===== src/rtl/tmr_pkg.sv =====
package tmr_pkg;

  typedef enum logic [1:0] {
    SRC_OFF   = 2'b00,
    SRC_BUS   = 2'b01,
    SRC_FIXED = 2'b10,
    SRC_EXT   = 2'b11
  } src_sel_e;

endpackage


===== src/rtl/tmr_src_sel.sv =====
module tmr_src_sel #(
  parameter int SYNC_STAGES = 2
) (
  input  logic       clk,
  input  logic       rst,
  input  logic [1:0] sel,
  input  logic       fixed_tick,
  input  logic       ext_in,
  output logic       src_en
);
  import tmr_pkg::*;

  // sync chain plus one history flop for edge detection
  logic [SYNC_STAGES:0] sh_q;
  logic                 ext_edge;

  always_ff @(posedge clk) begin
    if (rst) sh_q <= '0;
    else     sh_q <= {sh_q[SYNC_STAGES-1:0], ext_in};
  end

  assign ext_edge = sh_q[SYNC_STAGES-1] & ~sh_q[SYNC_STAGES];

  always_comb begin
    unique case (src_sel_e'(sel))
      SRC_BUS:   src_en = 1'b1;
      SRC_FIXED: src_en = fixed_tick;
      SRC_EXT:   src_en = ext_edge;
      default:   src_en = 1'b0;
    endcase
  end

endmodule


===== src/rtl/tmr_prescaler.sv =====
module tmr_prescaler #(
  parameter int PS_W = 3
) (
  input  logic            clk,
  input  logic            rst,
  input  logic            clr,
  input  logic            src_en,
  input  logic [PS_W-1:0] ps,
  output logic            tick
);
  localparam int DIV_W = (1 << PS_W) - 1;

  logic [DIV_W-1:0] div_q;
  logic [DIV_W-1:0] mask;

  // mask = 2^ps - 1, taken from the live setting every cycle
  assign mask = ~({DIV_W{1'b1}} << ps);
  assign tick = src_en & (div_q >= mask);

  always_ff @(posedge clk) begin
    if (rst || clr)  div_q <= '0;
    else if (src_en) div_q <= tick ? '0 : div_q + 1'b1;
  end

endmodule


===== src/rtl/tmr_core.sv =====
module tmr_core #(
  parameter int CNT_W = 16
) (
  input  logic             clk,
  input  logic             rst,
  input  logic             clr,
  input  logic             tick,
  input  logic             updown,
  input  logic [CNT_W-1:0] modulus,
  input  logic             ovf_clr,
  output logic [CNT_W-1:0] cnt,
  output logic             dir_down,
  output logic             ovf
);
  logic [CNT_W-1:0] top;
  logic [CNT_W-1:0] cnt_n;
  logic             dir_n;
  logic             wrap;

  assign top = (modulus == '0) ? {CNT_W{1'b1}} : modulus;

  always_comb begin
    cnt_n = cnt;
    dir_n = updown ? dir_down : 1'b0;
    wrap  = 1'b0;
    if (clr) begin
      cnt_n = '0;
      dir_n = 1'b0;
    end else if (tick) begin
      if (!updown) begin
        if (cnt >= top) begin
          cnt_n = '0;
          wrap  = 1'b1;
        end else begin
          cnt_n = cnt + 1'b1;
        end
      end else if (!dir_down) begin
        if (cnt >= top) begin
          cnt_n = cnt - 1'b1;
          dir_n = 1'b1;
          wrap  = 1'b1;
        end else begin
          cnt_n = cnt + 1'b1;
        end
      end else begin
        if (cnt == '0) begin
          cnt_n = {{(CNT_W-1){1'b0}}, 1'b1};
          dir_n = 1'b0;
        end else begin
          cnt_n = cnt - 1'b1;
        end
      end
    end
  end

  always_ff @(posedge clk) begin
    if (rst) begin
      cnt      <= '0;
      dir_down <= 1'b0;
      ovf      <= 1'b0;
    end else begin
      cnt      <= cnt_n;
      dir_down <= dir_n;
      if (wrap)         ovf <= 1'b1;
      else if (ovf_clr) ovf <= 1'b0;
    end
  end

endmodule


===== src/rtl/tmr_read_latch.sv =====
module tmr_read_latch #(
  parameter int BYTE_W = 8
) (
  input  logic              clk,
  input  logic              rst,
  input  logic              clr,
  input  logic              rd_en,
  input  logic              rd_hi,
  input  logic [2*BYTE_W-1:0] cnt,
  output logic [BYTE_W-1:0] rd_data
);
  localparam int WORD_W = 2 * BYTE_W;

  logic [WORD_W-1:0] snap_q;
  logic              held_q;
  logic              first_hi_q;
  logic [WORD_W-1:0] src;

  assign src = held_q ? snap_q : cnt;

  always_ff @(posedge clk) begin
    if (rst) begin
      snap_q     <= '0;
      held_q     <= 1'b0;
      first_hi_q <= 1'b0;
      rd_data    <= '0;
    end else begin
      if (rd_en) rd_data <= rd_hi ? src[WORD_W-1:BYTE_W] : src[BYTE_W-1:0];
      if (clr) begin
        held_q <= 1'b0;
      end else if (rd_en) begin
        if (!held_q) begin
          held_q     <= 1'b1;
          snap_q     <= cnt;
          first_hi_q <= rd_hi;
        end else if (rd_hi != first_hi_q) begin
          held_q <= 1'b0;
        end
      end
    end
  end

endmodule


===== src/rtl/prescaled_timer.sv =====
module prescaled_timer #(
  parameter int BYTE_W      = 8,
  parameter int PS_W        = 3,
  parameter int SYNC_STAGES = 2,
  localparam int CNT_W      = 2 * BYTE_W
) (
  input  logic              clk,
  input  logic              rst,
  input  logic              mode_updown,
  input  logic [1:0]        clk_sel,
  input  logic [PS_W-1:0]   pscale,
  input  logic              fixed_tick,
  input  logic              ext_clk,
  input  logic [CNT_W-1:0]  modulus,
  input  logic              cnt_wr,
  input  logic              rd_en,
  input  logic              rd_hi,
  input  logic              ovf_clr,
  output logic [BYTE_W-1:0] rd_data,
  output logic              ovf_flag,
  output logic              count_down
);
  logic             src_en;
  logic             step;
  logic [CNT_W-1:0] cnt_q;

  tmr_src_sel #(.SYNC_STAGES(SYNC_STAGES)) u_src (
    .clk        (clk),
    .rst        (rst),
    .sel        (clk_sel),
    .fixed_tick (fixed_tick),
    .ext_in     (ext_clk),
    .src_en     (src_en)
  );

  tmr_prescaler #(.PS_W(PS_W)) u_presc (
    .clk    (clk),
    .rst    (rst),
    .clr    (cnt_wr),
    .src_en (src_en),
    .ps     (pscale),
    .tick   (step)
  );

  tmr_core #(.CNT_W(CNT_W)) u_core (
    .clk      (clk),
    .rst      (rst),
    .clr      (cnt_wr),
    .tick     (step),
    .updown   (mode_updown),
    .modulus  (modulus),
    .ovf_clr  (ovf_clr),
    .cnt      (cnt_q),
    .dir_down (count_down),
    .ovf      (ovf_flag)
  );

  tmr_read_latch #(.BYTE_W(BYTE_W)) u_rd (
    .clk     (clk),
    .rst     (rst),
    .clr     (cnt_wr),
    .rd_en   (rd_en),
    .rd_hi   (rd_hi),
    .cnt     (cnt_q),
    .rd_data (rd_data)
  );

endmodule


===== config.mk =====
export PLATFORM = sky130hd
export DESIGN_NAME = prescaled_timer
export DESIGN_NICKNAME = d
export VERILOG_FILES = /design/src/rtl/tmr_pkg.sv /design/src/rtl/tmr_src_sel.sv /design/src/rtl/tmr_prescaler.sv /design/src/rtl/tmr_core.sv /design/src/rtl/tmr_read_latch.sv /design/src/rtl/prescaled_timer.sv
export SDC_FILE = /design/constraint.sdc
export NUM_CORES = 1
export LEC_CHECK = 0
export ABC_AREA = 1
export BUFFER_PORTS_ARGS = -buffer_cell sky130_fd_sc_hd__buf_2
export CORE_ASPECT_RATIO = 1.25
export CORE_MARGIN = 2
export CORE_UTILIZATION = 54
export DETAILED_ROUTE_END_ITERATION = 16
export PLACE_DENSITY = 0.8
export SYNTH_ARGS = -nofsm -noshare
export SYNTH_HDL_FRONTEND = slang
export SYNTH_SLANG_ARGS = --single-unit

===== constraint.sdc =====
create_clock -name clk -period 2.6 [get_ports clk]
set_clock_uncertainty 0.1 [all_clocks]
set_input_delay 0.52 -clock clk [delete_from_list [all_inputs] [get_ports clk]]
set_output_delay 0.52 -clock clk [all_outputs]
set_load 0.005 [all_outputs]

* Word-level counts from Yosys, hierarchy flattened
Cells that the tools add are included.
** Cells by class
- Muxes and demuxes :: 25
- Equal/unequal tests :: 4
- Order comparisons :: 2
- Shift operators :: 1
- Bitwise gates (word level) :: 6
- $add $sub $neg :: 3
- Reductions and logical operators :: 7
** Operator list (number)
- $mux 16 :: 7
- $logic_not 16->1 :: 2
- $add 16x1->16 const B :: 1
- $ge 16x16->1 :: 1
- $sub 16x1->16 const B :: 1
- $mux 1 :: 15
- $mux 8 :: 1
- $add 7x1->7 const B :: 1
- $ge 7x7->1 :: 1
- $mux 7 :: 1
- $not 7->7 :: 1
- $shl 7x3->7 const A :: 1
- $eq 2x2->1 const B :: 2
- $not 1->1 :: 3
- $pmux 1 s3 :: 1
- $reduce_and 3->1 :: 1
- $and 1x1->1 :: 2
- $eq 2x1->1 const B :: 1
- $reduce_and 2->1 :: 1
- $reduce_bool 2->1 :: 1
- $reduce_or 2->1 :: 1
- $logic_or 1x1->1 :: 1
- $ne 1x1->1 :: 1
** Word-level totals
- Bits in registers :: 54
- Word-level logic and storage cells :: 57
- Output and inout port bits :: 10
- Bits of input ports :: 30

* Logic depth before layout (Yosys ltp)
- Depth in word-level cells :: 9
- Mapped depth :: 20
- Mapped depth without buffers :: 19

* By module
From an unflattened synthesis, not the netlist that was laid out.
** Second synthesis, totals
- Cells, all modules :: 611
- Area total of the unflattened synthesis :: 4117.7 um2
** Modules (own cells, without submodules)
- tmr_core :: times used 1, sequential area each 360.3 um2, area each 1970.6 um2, cells an instance 302
- tmr_read_latch :: times used 1, sequential area each 520.5 um2, area each 1481.4 um2, cells an instance 218
- tmr_prescaler :: times used 1, sequential area each 140.1 um2, area each 545.5 um2, cells an instance 72
- tmr_src_sel :: times used 1, sequential area each 60.1 um2, area each 120.1 um2, cells an instance 19

* Least setup slack after synthesis
No wires, ideal clock.
- Path kind :: input to register
- Start :: input modulus[9]
- End :: register u_core.cnt[13]
- Arrival time :: 2.641 ns
- Required time :: 2.391 ns
- Setup time :: 0.109 ns
- Stages :: 17
- Buffers on the path :: 2
- Path slack :: -0.250 ns
- Cells stage by stage :: nor4_1 -> nand4_1 -> inv_1 -> clkbuf_1 -> nor2_1 -> ha_1 -> nand2_1 -> inv_1 -> o21bai_1 -> nand2_1 -> a21oi_2 -> nand3_2 -> buf_4 -> nand3b_1 -> nand3_1 -> nand2_1 -> inv_1
** Between the ends
- Cells in the longest elaborated chain, start to end :: 6
- Elaborated cells on any way between the ends :: 7
- Those cells by class :: order compare: 1; mux: 5; reduce/logical: 1
** Ends and longest elaborated chain
- from (decl) :: RTL line prescaled_timer.sv:14 : input logic [CNT_W-1:0] modulus,
- $logic_not 16->1 :: RTL line tmr_core.sv:20 : assign top = (modulus == '0) ? {CNT_W{1'b1}} : modulus;
- $mux 16 * :: RTL line tmr_core.sv:20
- $ge 16x16->1 * :: RTL line tmr_core.sv:31, tmr_core.sv:38
- $mux 16 :: RTL line tmr_core.sv:38 : if (cnt >= top) begin
- $mux 16 :: RTL line tmr_core.sv:37 : end else if (!dir_down) begin
- $mux 16 * :: RTL line tmr_core.sv:30 : if (!updown) begin
- to (signal assigned) :: RTL line tmr_core.sv:62 : cnt <= cnt_n;
- to (decl) :: RTL line tmr_core.sv:11 : output logic [CNT_W-1:0] cnt,
Mark *: on every way between the ends. The rest lies on a longest branch, timed or not.
A chain may end at the register's enable or synchronous reset.

* Worst setup path after layout
- Start :: input modulus[5]
- End :: register u_core.cnt[9]
The elaborated chain is that of the path after synthesis.

==> results.json <==
{
  "status": "finished with violations",
  "violations": "setup timing",
  "dieArea_um2": 7900,
  "ys_warn_count": 0,
  "nFillCells": 635,
  "maxSlewHeadroom": 0.525,
  "hpwl_um": 7140,
  "arrival_ns": 2.84,
  "fin_cells": 707,
  "finalMaxSlewViolations": 0,
  "finalHoldViolations": 0,
  "drt_iter0_drc": 277,
  "cts_tree": "built",
  "drtAntennaViolNets": 0,
  "io_buffer_count": 39,
  "antenna_found_initial": 0,
  "remaining_drc_errors": 0,
  "die_w_um": 79.9,
  "clk_latency_ns": 0.31,
  "cts.sinks": 54,
  "finalSetupViolCount": 17,
  "worstMarginPinSlew_ns": 0.712,
  "vias": 3914,
  "powerDensity_nw_per_um2": 357,
  "timing.final.crit_period_ns": 2.71,
  "synthCells": 563,
  "synth-edff-count": 0,
  "gr-total-overflow": 0,
  "drtPass1Iterations": 5,
  "tns_ns": -1.20,
  "rows": 34,
  "wl_um": 9970,
  "critical_path_class": "input port to flop",
  "fmax_mhz": 369,
  "cp-start-kind": "input port",
  "diodes": 0,
  "period_share": 1.04,
  "path_max_fanout": 8,
  "num_io_pins": 40,
  "track_usage": 0.246,
  "drv_cap": 0,
  "endpoint_kind": "flop",
  "drive_above_1_share": 0.209,
  "dpl-instance-area_um2": 4270,
  "syn_area_um2": 3890,
  "wl_per_cell_um": 14.1,
  "dp_cells": 693,
  "grt_max_degree": 30,
  "pre_cts_slack_ns": -0.416,
  "avgViaCountPerCell": 5.54,
  "synth_nets": 619,
  "cts.path.max_buffers": 2,
  "grt_pass1_vias": 3614,
  "p_leak_nw": 2.22,
  "ys.flop_type": "dfxtp_1",
  "synthArstFlopShare": 0,
  "postSynthAreaPerCell_um2": 6.91,
  "grt_pass1_wl_um": 15800,
  "core_um2": 6980,
  "yosysUniqueCellTypes": 45,
  "syn_to_final_growth_pct": 16.3,
  "cts_root_buf": "clkbuf_8",
  "ys_seq_elements": 54,
  "hp-class": "input port to flop",
  "ys_seq_area_frac": 0.278,
  "start_util": 0.557,
  "nets": 672,
  "clk_pin_slew_ns": 0.11,
  "power_mw": 1.62,
  "critical_path_required_ns": 2.73,
  "cts_max_level": 2,
  "design_area_um2": 4520,
  "die_y_um": 98.9,
  "layout_setup_ws_ns": -0.107,
  "cts_buffers": 5,
  "rsz0062_at_grt": "yes",
  "gp_congestion": 0.951,
  "max-vdd-ir-drop_mv": 0.413
}
[synthesized netlist by cell type, types with 3 or more instances]
cell type	n	area (µm²)
nor2_4	3	33.8
ha_1	26	325
o21ai_0	37	185
nand4_1	7	43.8
nor3_1	5	25.0
nand2_1	99	372
nor2_2	5	31.3
nor4_1	4	25.0
inv_2	4	15.0
o211ai_1	10	75.1
nand3_2	15	150
nand3_1	42	210
nand2_2	3	18.8
buf_2	5	25.0
a211oi_1	7	52.6
o221ai_1	4	35.0
clkbuf_1	5	18.8
inv_1	76	285
nor2_1	58	218
buf_6	4	45.0
a21oi_1	40	200
xor2_1	22	193
dfxtp_1	54	1080
[stage by stage]
| stage | utilization | hold slack (ns) |
|---|---|---|
| global placement | 0.612 | 0.290 |
| finish | 0.648 | 0.301 |
| detailed placement | 0.612 | 0.297 |
| CTS | 0.627 | 0.298 |
| floorplan | - | 0.288 |
| global route | 0.648 | 0.296 |
[state kept, by name (all words and copies together) (netlist names)]
signal,flops
u_core.cnt,16
u_src.sh_q,3
u_presc.div_q,7
u_rd.held_q,1
u_rd.rd_data,8
u_core.dir_down,1
u_rd.snap_q,16
u_rd.first_hi_q,1
u_core.ovf,1
[placed cells by master, fill, tap and decap left out, drive strengths merged, types with 10 or more instances in the layout]
cell type	count
nand3	57
xor2	22
nor2	66
ha	26
a21oi	42
o21ai	38
inv	84
o211ai	10
nand2	102
dfxtp	54
buf	63
[area by class of cell]
cell class	count	area (µm²)	area share
Sequential cell	54	1080	0.239
Multi-Input combinational cell	406	2450	0.542
Clock buffer	5	68.8	0.0152
Timing Repair Buffer	64	448	0.0991
Clock inverter	3	26.3	0.00581
Tap cell	90	113	0.0249
Inverter	84	328	0.0725
Timing Repair inverter	1	7.51	0.00166
[worst max-delay path, cell delays in order]
cell and delay (ns):
buf_8 0.10, nor4_4 0.29, nand4_1 0.27, clkinvlp_4 0.22
nor2_1 0.06, ha_1 0.28, nand2_2 0.08, o21bai_1 0.11
nand2_1 0.11, a21oi_4 0.22, nand3_4 0.14, buf_12 0.17
nand3_1 0.06, nand3_1 0.10, nand2_1 0.08, inv_1 0.04
[repair_timing]
action                                 4_1_cts  5_1_grt
setup endpoints to repair                   17       18
setup buffers                                0        4
hold buffers                                 0        0
cloned                                       0        2
pin swaps                                    0        5
endpoints found under the hold margin        0        0
gates resized for setup                      4       22
[layer usage]
metal	share of wire	track usage	wire (µm)	up-vias
met1	0.41	0.306	4050	1751
met4	0.028	0.0900	278	0
met5	0	0	0	-
li1	-	-	-	1970
met3	0.075	0.0375	752	35
met2	0.49	0.423	4890	158
[path summary, 6_finish.rpt]
kind | startpoint | end | slack, ns | cells after the start
min | ext_clk | u_src.sh_q[0] | 0.30 | 3
max reg2reg | u_core.cnt[0] | u_core.cnt[9] | 0.44 | 13
max | modulus[5] | u_core.cnt[9] | -0.11 | 16
min reg2reg | u_src.sh_q[0] | u_src.sh_q[1] | 0.31 | 2
[power breakdown]
group | switching, mW | internal, mW
combinational | 0.134 | 0.0936
sequential | 0.0154 | 0.855
clock | 0.316 | 0.201
total | 0.465 | 1.15
[kinds of logic (layout without fill, tap and decap cells)]
family | count (synthesis) | in the layout | synth area share
and+or+nand+nor | 249 | 249 | 0.307
AOI/OAI and AO/OA | 107 | 107 | 0.158
buffers and inverters | 103 | 157 | 0.119
DFF | 54 | 54 | 0.278
adders and majority gates | 26 | 26 | 0.0837
xor gates and xnor gates | 24 | 24 | 0.0541
Power figures use the tool's default switching activity.
